## config.mk

```make
export PLATFORM = sky130hd
export DESIGN_NAME = vwin_crop
export DESIGN_NICKNAME = d
export VERILOG_FILES = /design/src/rtl/vwin_pkg.sv /design/src/rtl/vwin_vert.sv /design/src/rtl/vwin_horz.sv /design/src/rtl/vwin_frame.sv /design/src/rtl/vwin_crop.sv
export SDC_FILE = /design/constraint.sdc
export NUM_CORES = 1
export LEC_CHECK = 0
export CORE_UTILIZATION = 58
export CTS_CLUSTER_SIZE = 40
export DETAILED_ROUTE_END_ITERATION = 7
export PLACE_DENSITY = 0.82
export SYNTH_ARGS = -nofsm -noshare
export SYNTH_HDL_FRONTEND = slang
export SYNTH_SLANG_ARGS = --single-unit
```

## constraint.sdc

```tcl
create_clock -name clk -period 6.5 [get_ports clk]
set_clock_uncertainty 0.15 [all_clocks]
set_input_delay 1.625 -clock clk [delete_from_list [all_inputs] [get_ports clk]]
set_output_delay 1.625 -clock clk [all_outputs]
set_load 0.005 [all_outputs]
```

## src/rtl/vwin_pkg.sv

```systemverilog
package vwin_pkg;

  typedef enum logic [1:0] {
    FM_BOTH = 2'b00,
    FM_EVEN = 2'b01,
    FM_ODD  = 2'b10,
    FM_OFF  = 2'b11
  } fmode_e;

  function automatic logic field_pass(fmode_e m, logic odd);
    case (m)
      FM_BOTH: return 1'b1;
      FM_EVEN: return ~odd;
      FM_ODD:  return odd;
      default: return 1'b0;
    endcase
  endfunction

endpackage

```

## src/rtl/vwin_vert.sv

```systemverilog
module vwin_vert #(
  parameter int LW = 9
) (
  input  logic          clk,
  input  logic          rst,
  input  logic          field_start,
  input  logic          line_start,
  input  logic [LW-1:0] vbeg,
  input  logic [LW:0]   vend,
  input  logic [LW-1:0] vin,
  input  logic [LW-1:0] vout,
  output logic          line_keep
);
  localparam logic [LW:0] CNT_MAX = '1;

  logic [LW:0]   line_cnt;
  logic [LW:0]   acc;
  logic [LW:0]   nxt;
  logic          in_span;
  logic [LW+1:0] sum;

  assign nxt     = (line_cnt == CNT_MAX) ? line_cnt : line_cnt + 1'b1;
  assign in_span = (nxt >= {1'b0, vbeg}) && (nxt < vend);
  assign sum     = {1'b0, acc} + {2'b00, vout};

  always_ff @(posedge clk) begin
    if (rst || field_start) begin
      line_cnt  <= '0;
      acc       <= '0;
      line_keep <= 1'b0;
    end else if (line_start) begin
      line_cnt <= nxt;
      if (in_span) begin
        if (sum >= {2'b00, vin}) begin
          line_keep <= 1'b1;
          acc       <= (LW+1)'(sum - {2'b00, vin});
        end else begin
          line_keep <= 1'b0;
          acc       <= (LW+1)'(sum);
        end
      end else begin
        line_keep <= 1'b0;
      end
    end
  end

  AST_LINE_ACC_RANGE: assert property (@(posedge clk) disable iff (rst)
    (acc == '0) || (acc < {1'b0, vin}));

  AST_KEEP_IN_SPAN: assert property (@(posedge clk) disable iff (rst)
    line_keep |-> ((line_cnt >= {1'b0, vbeg}) && (line_cnt < vend)));

endmodule

```

## src/rtl/vwin_horz.sv

```systemverilog
module vwin_horz #(
  parameter int PW = 11
) (
  input  logic          clk,
  input  logic          rst,
  input  logic          line_start,
  input  logic          pix_ok,
  input  logic [PW-1:0] hbeg,
  input  logic [PW:0]   hend,
  output logic          hit
);
  localparam logic [PW:0] POS_MAX = '1;

  logic [PW:0] hpos;

  assign hit = pix_ok && (hpos >= {1'b0, hbeg}) && (hpos < hend);

  always_ff @(posedge clk) begin
    if (rst || line_start) begin
      hpos <= '0;
    end else if (pix_ok && hpos != POS_MAX) begin
      hpos <= hpos + 1'b1;
    end
  end

endmodule

```

## src/rtl/vwin_frame.sv

```systemverilog
module vwin_frame #(
  parameter int INTERVAL = 3000,
  parameter int TW       = $clog2(INTERVAL + 1)
) (
  input  logic          clk,
  input  logic          rst,
  input  logic          frame_start,
  input  logic          en,
  input  logic [TW-1:0] keep,
  output logic          frame_ok
);
  localparam logic [TW:0] IV = (TW+1)'(INTERVAL);

  logic [TW-1:0] acc;
  logic [TW:0]   keep_eff;
  logic [TW:0]   sum;

  assign keep_eff = ({1'b0, keep} > IV) ? IV : {1'b0, keep};
  assign sum      = {1'b0, acc} + keep_eff;

  always_ff @(posedge clk) begin
    if (rst) begin
      acc      <= '0;
      frame_ok <= 1'b1;
    end else if (!en) begin
      acc <= '0;
      if (frame_start) frame_ok <= 1'b1;
    end else if (frame_start) begin
      if (sum >= IV) begin
        frame_ok <= 1'b1;
        acc      <= TW'(sum - IV);
      end else begin
        frame_ok <= 1'b0;
        acc      <= TW'(sum);
      end
    end
  end

  AST_FRAME_ACC_RANGE: assert property (@(posedge clk) disable iff (rst)
    {1'b0, acc} < IV);

  AST_TDEC_OFF_PASS: assert property (@(posedge clk) disable iff (rst)
    (frame_start && !en) |=> frame_ok);

endmodule

```

## src/rtl/vwin_crop.sv

```systemverilog
module vwin_crop
  import vwin_pkg::*;
#(
  parameter int DW            = 8,
  parameter int LW            = 9,
  parameter int PW            = 11,
  parameter int TDEC_INTERVAL = 3000,
  parameter int LINES_50      = 312,
  parameter int LINES_60      = 262,
  parameter int TW            = $clog2(TDEC_INTERVAL + 1)
) (
  input  logic          clk,
  input  logic          rst,
  input  logic [DW-1:0] pix_in,
  input  logic          pix_vld,
  input  logic          line_start,
  input  logic          field_start,
  input  logic          field_odd,
  input  logic          std_50hz,
  input  logic [LW-1:0] cfg_vbeg,
  input  logic [LW-1:0] cfg_vlin_in,
  input  logic [LW-1:0] cfg_vlin_out,
  input  logic [PW-1:0] cfg_hbeg,
  input  logic [PW-1:0] cfg_hlen,
  input  logic [PW-1:0] cfg_npix,
  input  logic [1:0]    cfg_fmode,
  input  logic          cfg_tdec_en,
  input  logic [TW-1:0] cfg_tdec_keep,
  output logic [DW-1:0] pix_out,
  output logic          pix_out_vld,
  output logic          line_act
);
  localparam logic [LW:0] VLIM_50 = (LW+1)'(LINES_50 + 1);
  localparam logic [LW:0] VLIM_60 = (LW+1)'(LINES_60 + 1);

  logic          pix_ok;
  logic          frame_start;
  logic [LW:0]   vend_raw;
  logic [LW:0]   vlim;
  logic [PW:0]   hend_raw;

  logic [LW-1:0] vbeg_s, vin_s, vout_s;
  logic [LW:0]   vend_s;
  logic [PW-1:0] hbeg_s;
  logic [PW:0]   hend_s;
  logic          field_ok;

  logic          line_keep;
  logic          hit;
  logic          frame_ok;

  assign pix_ok      = pix_vld & ~line_start & ~field_start;
  assign frame_start = field_start & field_odd;
  assign vend_raw    = {1'b0, cfg_vbeg} + {1'b0, cfg_vlin_in};
  assign vlim        = std_50hz ? VLIM_50 : VLIM_60;
  assign hend_raw    = {1'b0, cfg_hbeg} + {1'b0, cfg_hlen};

  // Settings are captured once per field
  always_ff @(posedge clk) begin
    if (rst) begin
      vbeg_s   <= '0;
      vin_s    <= '0;
      vout_s   <= '0;
      vend_s   <= '0;
      hbeg_s   <= '0;
      hend_s   <= '0;
      field_ok <= 1'b0;
    end else if (field_start) begin
      vbeg_s   <= cfg_vbeg;
      vin_s    <= cfg_vlin_in;
      vout_s   <= (cfg_vlin_out > cfg_vlin_in) ? cfg_vlin_in : cfg_vlin_out;
      vend_s   <= (vend_raw > vlim) ? vlim : vend_raw;
      hbeg_s   <= cfg_hbeg;
      hend_s   <= (hend_raw > {1'b0, cfg_npix}) ? {1'b0, cfg_npix} : hend_raw;
      field_ok <= field_pass(fmode_e'(cfg_fmode), field_odd);
    end
  end

  vwin_vert #(.LW(LW)) u_vert (
    .clk        (clk),
    .rst        (rst),
    .field_start(field_start),
    .line_start (line_start),
    .vbeg       (vbeg_s),
    .vend       (vend_s),
    .vin        (vin_s),
    .vout       (vout_s),
    .line_keep  (line_keep)
  );

  vwin_horz #(.PW(PW)) u_horz (
    .clk       (clk),
    .rst       (rst),
    .line_start(line_start),
    .pix_ok    (pix_ok),
    .hbeg      (hbeg_s),
    .hend      (hend_s),
    .hit       (hit)
  );

  vwin_frame #(.INTERVAL(TDEC_INTERVAL), .TW(TW)) u_frame (
    .clk        (clk),
    .rst        (rst),
    .frame_start(frame_start),
    .en         (cfg_tdec_en),
    .keep       (cfg_tdec_keep),
    .frame_ok   (frame_ok)
  );

  always_ff @(posedge clk) begin
    if (rst) begin
      pix_out     <= '0;
      pix_out_vld <= 1'b0;
      line_act    <= 1'b0;
    end else begin
      if (pix_ok) pix_out <= pix_in;
      pix_out_vld <= hit & line_keep & field_ok & frame_ok;
      line_act    <= line_keep & field_ok & frame_ok;
    end
  end

  AST_OUT_HAS_SOURCE: assert property (@(posedge clk) disable iff (rst)
    pix_out_vld |-> $past(pix_vld));

  AST_OUT_IN_LINE: assert property (@(posedge clk) disable iff (rst)
    pix_out_vld |-> line_act);

endmodule

```

==> metrics <==
final WL=21,000 um; Power Density=between 200 and 250 mW/mm^2; Max-Cap Viols=0; worst endpoint data arrival time=5.58 ns; gate count after technology mapping=1,077; Storage cell area=0.00234 mm^2; Worst setup startpoint=cfg_hbeg[0]; Worst-Margin Slew=1.12 ns; met2 Usage GRT=46.8%; ys flop type=dfxtp_1; top area cells in the synthesized netlist=dfxtp_1 26%, ha_1 17%, mux2i_1 7.3%; vias in the first global route=between 7,000 and 8,000; GP Congestion=roughly 0.9; Clk pin slew, worst setup/hold paths=0.05 ns; maximum clock rate=approximately 0.18 GHz; Synth Warn #=0; htree depth=4; min-delay worst type=reg2reg; Worst setup EP type=flip-flop; critical-path maximum fanout=11; count of flip-flops with a built-in enable after synthesis=0; unrepaired setup endpoints after global routing=no; Yosys top cell area share=26.4%; cell with the most instances after synthesis=nor2_1; slew margin rel.=25.1%; Worst Path Required=6.58 ns; # diodes=0; DRC viols=4; full die area=0.0158 mm^2; Seq/Total Area, Yosys=26.4%; VDD IR max=approximately 200 uV; Total GRT Usage=27.9%; Pwr Total=between 2 and 2.5 mW; Pleak=4.72 nW; WL/cell=15.5 um; Cell variety after synth=76; RR Startpoint=u_vert.acc[0]$_SDFFE_PP0P_; Final period util=84.5%; clock root buffer=clkbuf_16; initial core utilization=60.2%; status=finished with violations; Syn-to-layout area delta=19.4%; num rows=44; placed inst area=0.00996 mm^2; layout cells sized above 1=roughly 4.9%; clock latency on the worst-skew pair=0.42 ns; synthesized area=0.00886 mm^2; Setup CP Type=in2reg; busiest grt layer=met2; Slew Limit Fails=0; PortBufs=99; syn_nets=1,290; initial antenna violation count=0; fin nets=around 1,400; Antenna Nets Post-Route=0; width of the die=between 100 and 150 um; die height=126 um; post-DP HPWL=16,100 um; total congestion overflow=0; Fill cells=1,136; CTS Buffer Depth=2; vias per cell=5.78; met3 GRT Util=5.82%; clk sinks=117; first drt pass iteration count=7; setup TNS=0 ns; CTS Hold Bufs=0; register bit total from synthesis=117; Synth top cells by count=127 x nor2_1, 118 x ha_1, 117 x dfxtp_1; IO Count=100; Final min period=5.49 ns; Avg Synthesized Cell Area=8.22 um^2; failing checks=DRC; first-pass GRT wire length=between 30,000 and 40,000 um; Worst Hold Launch=pix_out[6]$_SDFFE_PP0P_; CTS buffer count=17; core area=roughly 0.015 mm^2; met1 Resource Use GR=36.2%; CP Launch Type=primary input; multi-input logic area=~0.006 mm^2; setup bufs post-CTS=0; CTS tree=yes; Synth async-reset ratio=0%; violation count after the first detailed-route iteration=between 300 and 400; largest net degree at the start of global routing=between 90 and 100; Resize count post-CTS=0; Final Cell Area=around 0.011 mm^2; Vias=7,849; final hold vios=0; cell taking the most area after synthesis=dfxtp_1; Final Setup Violations=0
worst max-delay path, stage by stage:
cell and delay (ns):
clkdlybuf4s50_1 0.43, ha_1 0.25, fa_1 0.42, a21o_1 0.18, a21oi_1 0.26, o211ai_1 0.16
a31o_2 0.25, a21oi_1 0.19, xnor2_1 0.12, ha_1 0.30, nand4_1 0.09, nor3_1 0.26
nor2_1 0.12, a2111o_1 0.56, o21ai_0 0.24, a311oi_1 0.12
metrics by stage:
step	instances	hold slack, ns	utilization, %	worst slack (ns)
finish	1359	0.302	71.9	1.01
global route	1359	0.319	71.9	0.600
CTS	1359	0.304	71.9	1.03
detailed placement	1327	0.299	67.7	0.619
global placement	1327	0.291	67.7	0.731
floorplan	1077	0.272	-	1.28
final cells by class:
| type | count | share of cell area [%] |
|---|---|---|
| Multi-Input combinational cell | 839 | 57.2 |
| Sequential cell | 117 | 22.2 |
| Timing Repair Buffer | 104 | 9.66 |
| Clock buffer | 22 | 4.39 |
| Inverter | 83 | 2.95 |
| Tap cell | 184 | 2.18 |
| Clock inverter | 10 | 1.44 |
sequential cells by signal, summed over array words and instances (netlist names):
signal and flops:
hend_s 12, u_frame.acc 12, u_horz.hpos 12, hbeg_s 11
u_vert.acc 10, u_vert.line_cnt 10, vend_s 10, vbeg_s 9
vin_s 9, vout_s 9, pix_out 8, field_ok 1
line_act 1, pix_out_vld 1, u_frame.frame_ok 1, u_vert.line_keep 1
logic make-up (layout without fill, tap and decap cells):
kind of cell	Yosys count	count (layout)	synth area share, %
and+or+nand+nor	349	349	18.8
DFF	117	117	26.4
adders and majority gates	123	123	17.8
AOI/OAI and AO/OA	246	246	18.7
muxes	67	67	7.60
buffers and inverters	121	219	5.28
xor gates and xnor gates	54	54	5.34
report_power, final:
group	internal (mW)	switching [mW]
registers	0.757	0.0239
clock network	0.657	0.325
logic	0.310	0.365
per-layer routing:
layer	wire length [um]	share of wire, %
met1	10000	48
met5	0	0
met4	272	1.3
met3	926	4.4
met2	9790	47
cells in the final DEF, fill, tap and decap left out, drive strengths merged, types with 9 or more instances in the layout:
master,Yosys,layout
dfxtp,117,117
or2,9,9
clkdlybuf4s50,0,97
a311oi,12,12
xor2,22,22
nor2,127,127
nand2b,18,18
nand2,72,72
and3,12,12
a21o,25,25
a21oi,66,66
nand3,30,30
o21a,12,12
inv,83,83
ha,118,118
nor2b,15,15
nand4,12,12
clkbuf,30,22
mux2i,65,65
and2,11,11
a211oi,21,21
nor3,18,18
xnor2,32,32
o21ai,49,49
path summary, 6_finish.rpt:
check        cells after the start  slack [ns]                          to
max                             16        1.01      hend_s[4]$_SDFFE_PP0P_
max reg2reg                     13        2.33  u_vert.acc[0]$_SDFFE_PP0P_
min                              2        0.30     pix_out[6]$_SDFFE_PP0P_
min reg2reg                      2        0.30     pix_out[6]$_SDFFE_PP0P_
Power figures use the tool's default switching activity.
